--- src/rtl/owt_pkg.sv ---
package owt_pkg;
    localparam int DATA_W = 8;
    localparam int DIV_W  = 2;
    localparam int PRE_W  = (2 ** DIV_W) - 1;

    typedef enum logic {
        SRC_FAST = 1'b0,
        SRC_SLOW = 1'b1
    } src_sel_e;

    // divisor is 2**(PRE_W - sel); return divisor minus one
    function automatic logic [PRE_W-1:0] pre_limit(input logic [DIV_W-1:0] sel);
        logic [PRE_W:0] full;
        full = ({{PRE_W{1'b0}}, 1'b1} << PRE_W) >> sel;
        return PRE_W'(full - 1'b1);
    endfunction
endpackage

--- src/rtl/owt_edge_sync.sv ---
module owt_edge_sync #(
    parameter int STAGES = 2
) (
    input  logic clk,
    input  logic rst_n,
    input  logic async_in,
    output logic rise
);
    logic [STAGES:0] sh_q, sh_d;

    always_comb begin
        sh_d = {sh_q[STAGES-1:0], async_in};
    end

    always_ff @(posedge clk or negedge rst_n) begin
        if (!rst_n) sh_q <= '0;
        else        sh_q <= sh_d;
    end

    assign rise = sh_q[STAGES-1] & ~sh_q[STAGES];

    AST_RISE_ONE_CYCLE: assert property (@(posedge clk) disable iff (!rst_n)
        rise |=> !rise);
endmodule

--- src/rtl/owt_prescaler.sv ---
module owt_prescaler
    import owt_pkg::*;
(
    input  logic             clk,
    input  logic             rst_n,
    input  logic             clr,
    input  logic             tick_in,
    input  logic [DIV_W-1:0] ratio_sel,
    output logic             tick_out
);
    logic [PRE_W-1:0] pcnt_q, pcnt_d;
    logic [PRE_W-1:0] limit;

    always_comb begin
        limit    = pre_limit(ratio_sel);
        tick_out = tick_in && (pcnt_q >= limit) && !clr;
        pcnt_d   = pcnt_q;
        if (clr)           pcnt_d = '0;
        else if (tick_out) pcnt_d = '0;
        else if (tick_in)  pcnt_d = pcnt_q + 1'b1;
    end

    always_ff @(posedge clk or negedge rst_n) begin
        if (!rst_n) pcnt_q <= '0;
        else        pcnt_q <= pcnt_d;
    end

    AST_PRE_CLEAR: assert property (@(posedge clk) disable iff (!rst_n)
        clr |=> pcnt_q == '0);
    AST_PRE_HOLD: assert property (@(posedge clk) disable iff (!rst_n)
        (!clr && !tick_in) |=> $stable(pcnt_q));
endmodule

--- src/rtl/osc_warmup_timer.sv ---
module osc_warmup_timer
    import owt_pkg::*;
#(
    parameter int UNIT_SHIFT  = 2,
    parameter int SYNC_STAGES = 2
) (
    input  logic              clk,
    input  logic              rst_n,
    input  logic              hf_osc,
    input  logic              lf_osc,
    input  logic              ctrl_we,
    input  logic              data_we,
    input  logic              en_we,
    input  logic [DATA_W-1:0] wdata,
    output logic              warm_irq,
    output logic              osc_stable
);
    localparam int CNT_W = DATA_W + UNIT_SHIFT;

    typedef struct packed {
        logic              en;
        src_sel_e          src;
        logic [DIV_W-1:0]  div;
        logic [DATA_W-1:0] len;
        logic              running;
        logic              stable;
        logic              irq;
        logic [CNT_W-1:0]  cnt;
    } state_t;

    state_t st_q, st_d;

    logic [1:0] osc_raw;
    logic [1:0] osc_rise;
    logic       src_rise;
    logic       pre_tick;
    logic       start;
    logic       stop;
    logic [CNT_W-1:0] target;

    assign osc_raw = {lf_osc, hf_osc};

    for (genvar gi = 0; gi < 2; gi++) begin : g_sync
        owt_edge_sync #(.STAGES(SYNC_STAGES)) u_sync (
            .clk      (clk),
            .rst_n    (rst_n),
            .async_in (osc_raw[gi]),
            .rise     (osc_rise[gi])
        );
    end

    assign src_rise = osc_rise[st_q.src];
    assign start    = en_we && wdata[0] && !st_q.en;
    assign stop     = en_we && !wdata[0];

    owt_prescaler u_pre (
        .clk       (clk),
        .rst_n     (rst_n),
        .clr       (start || stop || !st_q.running),
        .tick_in   (src_rise),
        .ratio_sel (st_q.div),
        .tick_out  (pre_tick)
    );

    always_comb begin
        target = CNT_W'(st_q.len) << UNIT_SHIFT;
        st_d     = st_q;
        st_d.irq = 1'b0;
        if (ctrl_we) begin
            st_d.src = src_sel_e'(wdata[0]);
            st_d.div = wdata[DIV_W:1];
        end
        if (data_we) st_d.len = wdata;
        if (stop) begin
            st_d.en      = 1'b0;
            st_d.running = 1'b0;
            st_d.stable  = 1'b0;
            st_d.cnt     = '0;
        end else if (start) begin
            st_d.en      = 1'b1;
            st_d.running = 1'b1;
            st_d.stable  = 1'b0;
            st_d.cnt     = '0;
        end else if (st_q.running) begin
            if (st_q.cnt >= target) begin
                st_d.running = 1'b0;
                st_d.stable  = 1'b1;
                st_d.irq     = 1'b1;
            end else if (pre_tick) begin
                st_d.cnt = st_q.cnt + 1'b1;
            end
        end
    end

    always_ff @(posedge clk or negedge rst_n) begin
        if (!rst_n) st_q <= '0;
        else        st_q <= st_d;
    end

    assign warm_irq   = st_q.irq;
    assign osc_stable = st_q.stable;

    AST_IRQ_SINGLE: assert property (@(posedge clk) disable iff (!rst_n)
        warm_irq |=> !warm_irq);
    AST_IRQ_WITH_STABLE: assert property (@(posedge clk) disable iff (!rst_n)
        $rose(osc_stable) |-> warm_irq);
    AST_STOP_CLEARS: assert property (@(posedge clk) disable iff (!rst_n)
        (en_we && !wdata[0]) |=> (!osc_stable && st_q.cnt == '0));
    AST_REWRITE_KEEPS: assert property (@(posedge clk) disable iff (!rst_n)
        (en_we && wdata[0] && st_q.en && osc_stable) |=> (osc_stable && !warm_irq));
    AST_IDLE_ZERO: assert property (@(posedge clk) disable iff (!rst_n)
        !st_q.en |-> (st_q.cnt == '0 && !osc_stable));
    AST_START_FRESH: assert property (@(posedge clk) disable iff (!rst_n)
        (en_we && wdata[0] && !st_q.en) |=> (st_q.cnt == '0 && !osc_stable));
endmodule

--- config.mk ---
export PLATFORM = sky130hd
export DESIGN_NAME = osc_warmup_timer
export DESIGN_NICKNAME = d
export VERILOG_FILES = /design/src/rtl/owt_pkg.sv /design/src/rtl/owt_edge_sync.sv /design/src/rtl/owt_prescaler.sv /design/src/rtl/osc_warmup_timer.sv
export SDC_FILE = /design/constraint.sdc
export NUM_CORES = 1
export LEC_CHECK = 0
export ABC_AREA = 1
export CAP_MARGIN = 20
export CORE_MARGIN = 2
export CORE_UTILIZATION = 57
export DETAILED_ROUTE_END_ITERATION = 16
export PLACE_DENSITY_LB_ADDON = 0.1
export SETUP_SLACK_MARGIN = 0.4
export SLEW_MARGIN = 20
export SYNTH_ARGS = -nofsm -noshare
export SYNTH_HDL_FRONTEND = slang
export SYNTH_SLANG_ARGS = --single-unit
--- constraint.sdc ---
create_clock -name clk -period 2.1 [get_ports clk]
set_input_delay 0.42 -clock clk [delete_from_list [all_inputs] [get_ports clk]]
set_output_delay 0.42 -clock clk [all_outputs]
set_load 0.02 [all_outputs]
==> results.yml <==
routing:
  drt-total-wl_microns: 3780
  drtIter0Drc: 45
  first_pass_iters: 4
  drtAntennaViolNets: 0
  drc: 0
  vias_per_cell: 4.93
  num_vias: 1542
  wire_per_inst_microns: 12.1
finish:
  drive_gt1_share_pct: 23.6
  antenna_cells: 0
  nNetsFinal: 295
  finalNonFillerCells: 313
  final_common_cell: "nand2_1"
  multi_input_area_sq_um: 1000
  area.growth.synth_to_final_pct: 26.0
  final-seq-area_sq_um: 853
  nFillCells: 256
  final_cell_mix: "nand2_1 (57), dfrtp_1 (32), inv_1 (25)"
synthesis:
  synth-edff-count: 0
  async_flop_share_pct: 100
  ys_ff_latch: 34
  synth-main-ff-cell: "dfrtp_1"
  ys_seq_area_share_pct: 44.6
  synth_nets: 259
  ys_warn_count: 0
  syn_inst: 230
  netlist_area_sq_um: 1910
  avgSynthCellArea_sq_um: 8.29
  ys_types: 25
setup_path:
  slowest_delay_ns: 0.40
  cp.required_ns: 2.34
  crit_family: "simple AND/OR/NAND/NOR gates"
  worst_ep_arrival_time_ns: 1.90
  cp_common_cell: "nand3_2"
  cpMaxStageDelayCell: "dfrtp_1"
  end_kind: "register"
  worstSetupPathType: "register to register"
  cp_max_fo: 5
  path_cells: "inv_1 -> nand2_2 -> ha_4 -> a21oi_2 -> nand3_2 -> nand3_2 -> nand3_4 -> clkbuf_16 -> nand3_2 -> nand2_1"
  start_kind: "register"
  path_buf_inv: 2
timing:
  finalSetupViolCount: 0
  worst_pin_slew_ns: 0.453
  relSlewSlack_pct: 69.7
  fin_crit_ns: 1.67
  max_freq_ghz: 0.600
  slew_violations: 0
  final.setup.tns_ns: 0
  post-route-period-util_pct: 79.4
  rsz0062_at_grt: "true"
  finalHoldViolCount: 0
  worst_clock_skew_ns: 0.00790
grt:
  antenna_found_initial: 0
  grt_pass1_wl_microns: 6040
  grt_busiest_layer: "met2"
  gr-usage-all-layers_pct: 21.4
  grt_max_degree: 35
  grt_pass1_vias: 1387
  met2_usage_pct: 32.5
  grt_util_met3_pct: 6.42
  gr-total-overflow: 0
  met1_usage_pct: 29.5
power:
  ir_drop_mv: 0.403
  switching_share_pct: 28.6
  p_leak_nw: 1.15
  p_int_uw: 957
  p_switching_uw: 383
  p_per_area_nw_per_um2: 558
  finalPower_mw: 1.34
  power_frac_seq_pct: 53.1
  pwr-share-clk_pct: 28.9
  pwr-share-comb_pct: 18.0
floorplanning:
  initial_core_util_pct: 58.1
  placementRows: 21
  pin_count: 17
  fp.coreArea_sq_um: 3280
  die_h_microns: 61.8
  die_area_sq_um: 3820
  die_w_microns: 61.8
cts:
  cts_made_buffers: 5
  clock_path_buffers: 2
  h-tree-depth: 2
  path_clk_slew_ns: 0.11
  clock-sinks: 34
  cts_tree: "built"
  root_buffer: "clkbuf_4"
  clk_latency_ns: 0.34
place:
  dpl.hpwl_microns: 2500
  dp.cells: 294
  gp_congestion: 0.785
  port-buffer-count: 16
status:
  outcome: "complete, no violations"
flow_run:
  maxCapViolCount: 0
min_path:
  hp-class: "register to register"
==> power by group through the flow <==
stage,registers [mW],logic [mW],clock network (mW)
after floorplan,0.720,0.129,0
after global placement,0.723,0.196,0
after detailed placement,0.725,0.198,0
after CTS,0.711,0.206,0.400
after global routing,0.717,0.273,0.442
final,0.712,0.241,0.388
==> cells in the mapped netlist (5+ instances only) <==
cell | count | area (sq um)
inv_1 | 26 | 97.6
inv_2 | 5 | 18.8
nand2_1 | 61 | 229
a21oi_1 | 13 | 65.1
ha_1 | 14 | 175
nand3_1 | 16 | 80.1
nor2_1 | 21 | 78.8
nand3_2 | 11 | 110
o21ai_0 | 9 | 45.0
dfrtp_1 | 34 | 851
==> cell type report <==
| type | count | area share (%) |
|---|---|---|
| multi-input combinational | 162 | 41.7 |
| sequential | 34 | 35.5 |
| timing repair buffer | 32 | 12.9 |
| inverter | 31 | 4.84 |
| tap | 46 | 2.40 |
| clock buffer | 6 | 2.14 |
| clock inverter | 2 | 0.521 |
==> flip-flops by register name (all words and copies together) (netlist names) <==
| register | cells |
|---|---|
| g_sync.u_sync.sh_q | 6 |
| osc_stable | 1 |
| st_q | 23 |
| u_pre.pcnt_q | 3 |
| warm_irq | 1 |
==> cells by family after synthesis <==
group	Yosys count	share of synthesized area, %
flops	34	44.6
compound gates	29	8.40
fa+ha+maj	14	9.19
buf+inv	35	7.87
simple gates	117	29.5
xor+xnor	1	0.459
==> worst paths after layout <==
| path | end | cells after the start | slack [ns] | startpoint |
|---|---|---|---|---|
| worst max register to register | st_q[6]$_DFFE_PN0P_ | 10 | 0.43 | st_q[21]$_DFFE_PN0P_ |
| worst min register to register | g_sync[0].u_sync.sh_q[1]$_DFF_PN0_ | 0 | 0.36 | g_sync[0].u_sync.sh_q[0]$_DFF_PN0_ |
| worst max-delay path | st_q[6]$_DFFE_PN0P_ | 10 | 0.43 | st_q[21]$_DFFE_PN0P_ |
| min in group asynchronous | st_q[23]$_DFFE_PN0P_ | 2 | 0.47 | rst_n |
| max in group asynchronous | st_q[4]$_DFFE_PN0P_ | 2 | 1.30 | rst_n |
| worst min-delay path | g_sync[0].u_sync.sh_q[1]$_DFF_PN0_ | 0 | 0.36 | g_sync[0].u_sync.sh_q[0]$_DFF_PN0_ |
==> per-layer routing <==
layer | up-vias | routed length, microns
met5 | - | 0
met2 | 26 | 1710
met1 | 698 | 1890
met3 | 5 | 132
li1 | 813 | -
met4 | 0 | 46
==> stage by stage <==
stage	utilization (%)	setup slack (ns)	hold slack, ns	cell area, sq um
finish	73.1	0.433	0.359	2400
global route	73.1	0.270	0.377	2400
CTS	67.5	0.392	0.366	2220
detailed placement	65.0	0.200	0.342	2140
global placement	65.0	0.271	0.332	2140
floorplan	-	0.515	0.124	1910
==> repair_timing <==
item / in CTS / in global routing
setup endpoints to repair: 12 / 11
resized for setup: 3 / 23
cloned: 0 / 3
pin swaps: 1 / 17
hold buffers: 0 / 0
setup buffers: 2 / 6
Note: power is estimated with default switching activity, not from simulation.
